File: config.mk
export PLATFORM = sky130hd
export DESIGN_NAME = cvr_chan_value
export DESIGN_NICKNAME = d
export VERILOG_FILES = /design/src/rtl/cvr_pkg.sv /design/src/rtl/cvr_read_latch.sv /design/src/rtl/cvr_write_stage.sv /design/src/rtl/cvr_value_reg.sv /design/src/rtl/cvr_chan_value.sv
export SDC_FILE = /design/constraint.sdc
export NUM_CORES = 1
export LEC_CHECK = 0
export CORE_ASPECT_RATIO = 1.75
export CORE_MARGIN = 8
export CORE_UTILIZATION = 52
export CTS_BUF_LIST = sky130_fd_sc_hd__clkbuf_8
export DETAILED_ROUTE_END_ITERATION = 6
export PLACE_DENSITY = 0.94
export SLEW_MARGIN = 20
export SYNTH_ARGS = -nofsm -noshare
export SYNTH_HDL_FRONTEND = slang
export SYNTH_SLANG_ARGS = --single-unit
File: constraint.sdc
create_clock -name clk_i -period 1.8 [get_ports clk_i]
set_input_delay 0.18 -clock clk_i [delete_from_list [all_inputs] [get_ports clk_i]]
set_output_delay 0.18 -clock clk_i [all_outputs]
set_load 0.01 [all_outputs]
File: src/rtl/cvr_pkg.sv
package cvr_pkg;

    parameter int unsigned CVR_BYTE_W = 8;

    typedef enum logic {
        BYTE_LO = 1'b0,
        BYTE_HI = 1'b1
    } byte_sel_e;

    typedef enum logic {
        MODE_CAPTURE = 1'b0,
        MODE_COMPARE = 1'b1
    } chan_mode_e;

endpackage

File: src/rtl/cvr_read_latch.sv
module cvr_read_latch
    import cvr_pkg::*;
#(
    parameter int unsigned BYTE_W = CVR_BYTE_W
) (
    input  logic                clk_i,
    input  logic                rst_ni,
    input  logic                enable_i,
    input  logic                rd_en_i,
    input  logic                rd_hi_i,
    input  logic                clear_i,
    input  logic [2*BYTE_W-1:0] live_i,
    output logic [BYTE_W-1:0]   rd_data_o,
    output logic                held_o,
    output logic [2*BYTE_W-1:0] snap_o
);

    localparam int unsigned VAL_W = 2 * BYTE_W;

    typedef struct packed {
        logic             held;
        logic             first_hi;
        logic [VAL_W-1:0] snap;
    } rd_state_t;

    rd_state_t state_d, state_q;
    logic [VAL_W-1:0] src;

    always_comb begin
        state_d = state_q;
        if (clear_i || !enable_i) begin
            state_d.held = 1'b0;
        end else if (rd_en_i) begin
            if (!state_q.held) begin
                state_d.held     = 1'b1;
                state_d.first_hi = rd_hi_i;
                state_d.snap     = live_i;
            end else if (rd_hi_i != state_q.first_hi) begin
                state_d.held = 1'b0;
            end
        end
    end

    always_comb begin
        src = (state_q.held && enable_i) ? state_q.snap : live_i;
        if (rd_hi_i == BYTE_HI) begin
            rd_data_o = src[VAL_W-1:BYTE_W];
        end else begin
            rd_data_o = src[BYTE_W-1:0];
        end
    end

    always_ff @(posedge clk_i or negedge rst_ni) begin
        if (!rst_ni) begin
            state_q <= '0;
        end else begin
            state_q <= state_d;
        end
    end

    assign held_o = state_q.held;
    assign snap_o = state_q.snap;

endmodule

File: src/rtl/cvr_write_stage.sv
module cvr_write_stage
    import cvr_pkg::*;
#(
    parameter int unsigned BYTE_W = CVR_BYTE_W
) (
    input  logic                clk_i,
    input  logic                rst_ni,
    input  logic                enable_i,
    input  logic                wr_en_i,
    input  logic                wr_hi_i,
    input  logic [BYTE_W-1:0]   wr_data_i,
    input  logic                clear_i,
    output logic                load_o,
    output logic [2*BYTE_W-1:0] load_val_o,
    output logic                staged_o
);

    typedef struct packed {
        logic              have_hi;
        logic              have_lo;
        logic [BYTE_W-1:0] hi;
        logic [BYTE_W-1:0] lo;
    } wr_state_t;

    wr_state_t state_d, state_q;

    always_comb begin
        state_d    = state_q;
        load_o     = 1'b0;
        load_val_o = {state_q.hi, state_q.lo};
        if (clear_i || !enable_i) begin
            state_d.have_hi = 1'b0;
            state_d.have_lo = 1'b0;
        end else if (wr_en_i) begin
            if (wr_hi_i == BYTE_HI) begin
                if (state_q.have_lo) begin
                    load_o          = 1'b1;
                    load_val_o      = {wr_data_i, state_q.lo};
                    state_d.have_lo = 1'b0;
                    state_d.have_hi = 1'b0;
                end else begin
                    state_d.hi      = wr_data_i;
                    state_d.have_hi = 1'b1;
                end
            end else begin
                if (state_q.have_hi) begin
                    load_o          = 1'b1;
                    load_val_o      = {state_q.hi, wr_data_i};
                    state_d.have_lo = 1'b0;
                    state_d.have_hi = 1'b0;
                end else begin
                    state_d.lo      = wr_data_i;
                    state_d.have_lo = 1'b1;
                end
            end
        end
    end

    always_ff @(posedge clk_i or negedge rst_ni) begin
        if (!rst_ni) begin
            state_q <= '0;
        end else begin
            state_q <= state_d;
        end
    end

    assign staged_o = state_q.have_hi | state_q.have_lo;

endmodule

File: src/rtl/cvr_value_reg.sv
module cvr_value_reg #(
    parameter int unsigned VAL_W = 16
) (
    input  logic             clk_i,
    input  logic             rst_ni,
    input  logic             cap_load_i,
    input  logic [VAL_W-1:0] cap_val_i,
    input  logic             wr_load_i,
    input  logic [VAL_W-1:0] wr_val_i,
    output logic [VAL_W-1:0] value_o,
    output logic             commit_o
);

    typedef struct packed {
        logic [VAL_W-1:0] value;
        logic             commit;
    } val_state_t;

    val_state_t state_d, state_q;

    always_comb begin
        state_d        = state_q;
        state_d.commit = 1'b0;
        if (wr_load_i) begin
            state_d.value  = wr_val_i;
            state_d.commit = 1'b1;
        end else if (cap_load_i) begin
            state_d.value = cap_val_i;
        end
    end

    always_ff @(posedge clk_i or negedge rst_ni) begin
        if (!rst_ni) begin
            state_q <= '0;
        end else begin
            state_q <= state_d;
        end
    end

    assign value_o  = state_q.value;
    assign commit_o = state_q.commit;

endmodule

File: src/rtl/cvr_chan_value.sv
module cvr_chan_value
    import cvr_pkg::*;
#(
    parameter int unsigned BYTE_W = CVR_BYTE_W,
    localparam int unsigned VAL_W = 2 * BYTE_W
) (
    input  logic              clk_i,
    input  logic              rst_ni,
    input  logic              mode_cmp_i,
    input  logic              cap_i,
    input  logic [VAL_W-1:0]  cnt_i,
    input  logic              rd_en_i,
    input  logic              rd_hi_i,
    output logic [BYTE_W-1:0] rd_data_o,
    input  logic              wr_en_i,
    input  logic              wr_hi_i,
    input  logic [BYTE_W-1:0] wr_data_i,
    input  logic              ctl_wr_i,
    output logic [VAL_W-1:0]  value_o,
    output logic              commit_o
);

    logic             in_capture;
    logic             in_compare;
    logic             rd_held;
    logic [VAL_W-1:0] rd_snap;
    logic             wr_load;
    logic [VAL_W-1:0] wr_val;
    logic             wr_staged;

    assign in_compare = (mode_cmp_i == MODE_COMPARE);
    assign in_capture = !in_compare;

    cvr_read_latch #(.BYTE_W(BYTE_W)) u_rd (
        .clk_i     (clk_i),
        .rst_ni    (rst_ni),
        .enable_i  (in_capture),
        .rd_en_i   (rd_en_i),
        .rd_hi_i   (rd_hi_i),
        .clear_i   (ctl_wr_i),
        .live_i    (value_o),
        .rd_data_o (rd_data_o),
        .held_o    (rd_held),
        .snap_o    (rd_snap)
    );

    cvr_write_stage #(.BYTE_W(BYTE_W)) u_wr (
        .clk_i      (clk_i),
        .rst_ni     (rst_ni),
        .enable_i   (in_compare),
        .wr_en_i    (wr_en_i),
        .wr_hi_i    (wr_hi_i),
        .wr_data_i  (wr_data_i),
        .clear_i    (ctl_wr_i),
        .load_o     (wr_load),
        .load_val_o (wr_val),
        .staged_o   (wr_staged)
    );

    cvr_value_reg #(.VAL_W(VAL_W)) u_val (
        .clk_i      (clk_i),
        .rst_ni     (rst_ni),
        .cap_load_i (cap_i && in_capture),
        .cap_val_i  (cnt_i),
        .wr_load_i  (wr_load),
        .wr_val_i   (wr_val),
        .value_o    (value_o),
        .commit_o   (commit_o)
    );

endmodule

; Word level (Yosys, flattened, before mapping)
; Index checks and enable logic that the tools add are counted.
; W data, S select, Z words.
[word_totals]
ff_bits = 53
latchBits = 0
mem_bits_rw = 0
rom_bits = 0
memories = 0
[classes]
addsub = 0
mul = 0
div_mod_pow = 0
n_lt_le_gt_ge = 0
n_eq_ne = 1
n_shift = 0
mux = 29
bitwise = 6
reduce_logical = 11
[op_table]
columns = cell, n
row1 = $mux W16, 7
row2 = $mux W8, 6
row3 = $mux W18, 2
row4 = $mux W17, 1
row5 = $mux W1, 11
row6 = $reduce_and A4 Y1, 2
row7 = $not A1 Y1, 6
row8 = $reduce_bool A2 Y1, 3
row9 = $mux W2, 2
row10 = $reduce_and A3 Y1, 1
row11 = $logic_and A1 B1 Y1, 2
row12 = $logic_or A1 B1 Y1, 2
row13 = $logic_not A1 Y1, 1
row14 = $ne A1 B1 Y1, 1

; Depth between registers and ports, before layout
[logic_depth]
ltp_word = 5
depth_mapped = 6

; Cells and area by module
; From an unflattened synthesis, not the netlist that was laid out.
[hier_totals]
hier_cells = 203
hier_area_um2 = 2800.2
[modules_own_cells]
columns = mod, n_inst, cells_per_inst, area_per_inst_um2
row1 = cvr_read_latch, 1, 69, 1067.3
row2 = cvr_write_stage, 1, 62, 953.4
row3 = cvr_value_reg, 1, 70, 769.5
row4 = cvr_chan_value, 1, 2, 10.0

; Worst setup path after synthesis
; OpenSTA, ideal clock, no wires.
[synth_path]
kind = register to register
startpoint = reg u_rd.state_q, in the netlist u_rd.held_o
endpoint = reg u_rd.state_q, in the netlist u_rd.snap_o[0]
arrival_ns = 1.399
slack_ns = 0.276
stages_incl_launch_ff = 4
path_buffers = 1
period_less_slack_ns = 1.524
path_cell_list = dfrtp_1 -> nor4b_4 -> buf_6 -> mux2_2
[synth_between]
elab_chain_cells = 2
[synth_lines]
columns = item, line_no
row1 = "start, declared", cvr_read_latch.sv:26  ; rd_state_t state_d, state_q;
row2 = "start signal, assigned", cvr_read_latch.sv:57  ; state_q <= state_d;
row3 = $not A1 Y1 (no line), --
row4 = $reduce_and A3 Y1 (no line), --
; Every way passes these cells.
; A chain may end at the register's enable or synchronous reset.

; Worst setup path in the final report
[layout_path]
startpoint = in mode_cmp_i
endpoint = out rd_data_o[1]
[layout_between]
elab_chain_cells = 4
[layout_lines]
columns = item, line_no
row1 = "start, declared", cvr_chan_value.sv:9  ; input logic mode_cmp_i,
row2 = $logic_not A1 Y1, cvr_chan_value.sv:32  ; assign in_capture = !in_compare;
row3 = $logic_and A1 B1 Y1, cvr_read_latch.sv:45  ; src = (state_q.held && enable_i) ? state_q.snap : live_i;
row4 = $mux W16, cvr_read_latch.sv:45
row5 = $mux W8, cvr_read_latch.sv:46  ; if (rd_hi_i == BYTE_HI) begin
row6 = "end, declared", cvr_chan_value.sv:14  ; output logic [BYTE_W-1:0] rd_data_o,
; Every way passes these cells.

==> summary.txt <==
headroom to the max-slew limit: 60.83%
setup violators final: 0
leading cell type in the layout, fill and taps excluded: dfrtp_1
measured slew at the worst slew-check pin: 0.5875 ns
fin worst setup slack: 0.007779 ns
proportion of netlist area held by the largest area contributor: 52.79%
std cell rows: 33
number of global-route vias before repair: 2010
setup repair after global routing missed its margin: true
flip-flop and latch count after synthesis: 53
routed vias/inst: 6.003
arrival time of the worst setup path: 1.61 ns
share of final-layout standard cells stronger than drive strength 1: 28.40%
number of max-capacitance violations reported: 0
highest attainable clock frequency: 558.0 MHz
cell types occupying the most area after synthesis: dfrtp_1 (53%), mux2_2 (11%), mux4_2 (7.2%)
global placement routability congestion: 0.8355
Worst path slowest cell: mux4_2
Async SR Flop Fraction: 100.0%
number of buffers created by CTS: 5
antenna violations before repair: 0
Setup crit start kind: primary input
register-to-register setup slack: 0.29 ns
clock root buffer: clkbuf_8
violation count after the first detailed-route iteration: 89
Final Total Pwr: 3.006 mW
number of nets with antenna violations after detailed routing: 0
Post-Route WL: 5.957 mm
combined area of all synthesized cells: 0.002512 mm^2
net count after synthesis: 226
minimum setup slack after placement: -0.3661 ns
PwrDens: 905.6 mW/mm^2
share of the cycle needed by the critical path after routing: 99.57%
clock slew seen by the registers of the worst setup and hold paths: 0.09 ns
maximum number of buffers from clock root to sink: 2
post-synthesis area per instance: 13.02 um^2
start of the worst register-to-register path: u_rd.held_o$_DFFE_PN0P_
total setup buffers inserted after CTS: 0
dominant register cell in the synthesized netlist: dfrtp_1
clock tree from TritonCTS: yes
synth unique cells: 24
peak fanout along the critical path: 8
clock skew after layout: 0.005918 ns
hpwl dp: 4.697 mm
maximum number of pins on one net before global-route repair: 35
count of buffers from port buffering: 57
commonest cells after routing, fill and taps aside: dfrtp_1 (53), clkdlybuf4s50_1 (48), nand2_1 (35), mux2_2 (25)
startpoint-to-endpoint class of the critical path: primary input to primary output
Total Die Area: 0.007399 mm^2
data required time of the worst path: 1.62 ns
min-delay worst type: primary input to asynchronous set/reset pin
static power due to leakage: 1.454 nW
number of hold violations in the final report: 0
area growth from synthesis to final layout: 32.12%
post-detailed-route DRC marker count: 0
Horiz. Die Dim: 68.55 um
worst vdd ir: 0.0007048 V
number of warnings printed during yosys synthesis: 0
Inserted Diodes: 0
clock net sink count: 53
timing startpoint of the critical path: mode_cmp_i
cells along the critical path: clkdlybuf4s50_1, nand2b_1, buf_12, mux4_2, buf_6
run status: finished, final reports clean
Gate Count Post-Synth: 193
part of the Yosys area used for sequential elements: 52.79%
count of flip-flops with a built-in enable after synthesis: 0
global-route usage over all layers: 17.51%
source-to-sink clock delay at the later pin of the worst-skew pair: 0.30 ns
total area of sequential cells: 0.001326 mm^2
Pins Over Slew Limit: 0
final net count: 290
height of the die: 108.0 um
crit path capture type: primary output
effective utilization at floorplan: 53.85%
most area-hungry cell type in the Yosys netlist: dfrtp_1
via count: 1855
total congestion overflow after global routing: 0
multi-input logic area: 0.001104 mm^2
I/O pin total: 58
first-pass GRT wire length: 9.929 mm
peak per-stage delay on the critical path: 0.51 ns
number of fillers in the final layout: 315
wire per inst: 19.28 um
CORE AREA: 0.004666 mm^2
drt pass-1 iters: 4
htree depth: 2
time the final worst path needs with I/O delays and setup: 1.792 ns
## final cells by class
cell class	count	area share [%]
Sequential cell	53	39.95
Multi-Input combinational cell	124	33.25
Timing Repair Buffer	72	22.13
Clock buffer	6	2.488
Tap cell	52	1.960
Clock inverter	1	0.1131
Inverter	1	0.1131
## where the power goes
group	leakage [nW]	switching (mW)	internal, mW
Combinational	0.751	0.272	0.506
Clock	0.0485	0.339	0.300
Sequential	0.655	0.162	1.43
## sequential cells by signal (all words and copies together) (netlist names)
name,count
u_rd.snap_o,16
u_val.value_o,16
u_rd.state_q,1
u_val.commit_o,1
u_rd.held_o,1
u_wr.state_q,18
## critical path, delay by kind of cell
kind / cells / cell delay, ns
muxes: 1 / 0.51
buffers and inverters: 3 / 0.76
and+or+nand+nor: 1 / 0.15
## stage by stage
step / hold slack [ns] / cell area [um^2] / TNS [ns] / std cells / util, %
after detailed placement: 0.1601 / 3219 / -3.053 / 301 / 69.00
after floorplan: -0.1156 / 2512 / 0 / 193 / -
final: 0.3635 / 3319 / 0 / 309 / 71.15
after global routing: 0.4093 / 3319 / -0.3725 / 309 / 71.15
after global placement: 0.1543 / 3219 / -2.769 / 301 / 69.00
after CTS: 0.3772 / 3282 / -0.02555 / 309 / 70.34
## metal layers
layer  track usage [%]  up-vias  wire [um]
met3             2.795       16        270
li1                  -      854          -
met5                 0        -          0
met2             29.59       61       3293
met4             11.05        0        228
met1             19.41      924       2166
## logic make-up (layout without fill, tap and decap cells)
kind of cell / after synthesis / in the layout / synth area share (%)
AO/OA/AOI/OAI: 36 / 36 / 10.61
buffers and inverters: 16 / 80 / 3.287
XOR/XNOR: 1 / 1 / 0.3487
AND/OR/NAND/NOR: 46 / 46 / 9.811
multiplexers: 41 / 41 / 23.16
flip-flops: 53 / 53 / 52.79
## synth_stat cells (2+ instances only)
cell type and number:
mux4_2 8, buf_6 2, dfrtp_1 53, clkbuf_1 7, mux2_4 8, buf_2 6, nand2_1 35, mux2_2 25
o22ai_1 16, nand2b_1 3, a21o_1 2, a32oi_1 16
## worst paths after layout
kind | endpoint | cells after the start
hold reg to reg | u_rd.snap_o[7]$_DFFE_PN0P_ | 1
setup / recovery | rd_data_o[1] | 5
max in group asynchronous | u_rd.snap_o[7]$_DFFE_PN0P_ | 3
setup reg to reg | u_rd.snap_o[11]$_DFFE_PN0P_ | 4
hold / removal | u_rd.snap_o[6]$_DFFE_PN0P_ | 2
min in group clk_i | u_val.value_o[6]$_DFFE_PN0P_ | 3
## what timing repair did
item                                   4_1_cts  5_1_grt
endpoints found under the hold margin       19        0
hold buffers                                 1        0
resized for setup                           33        7
setup endpoints to repair                    8        8
Power figures use the tool's default switching activity.
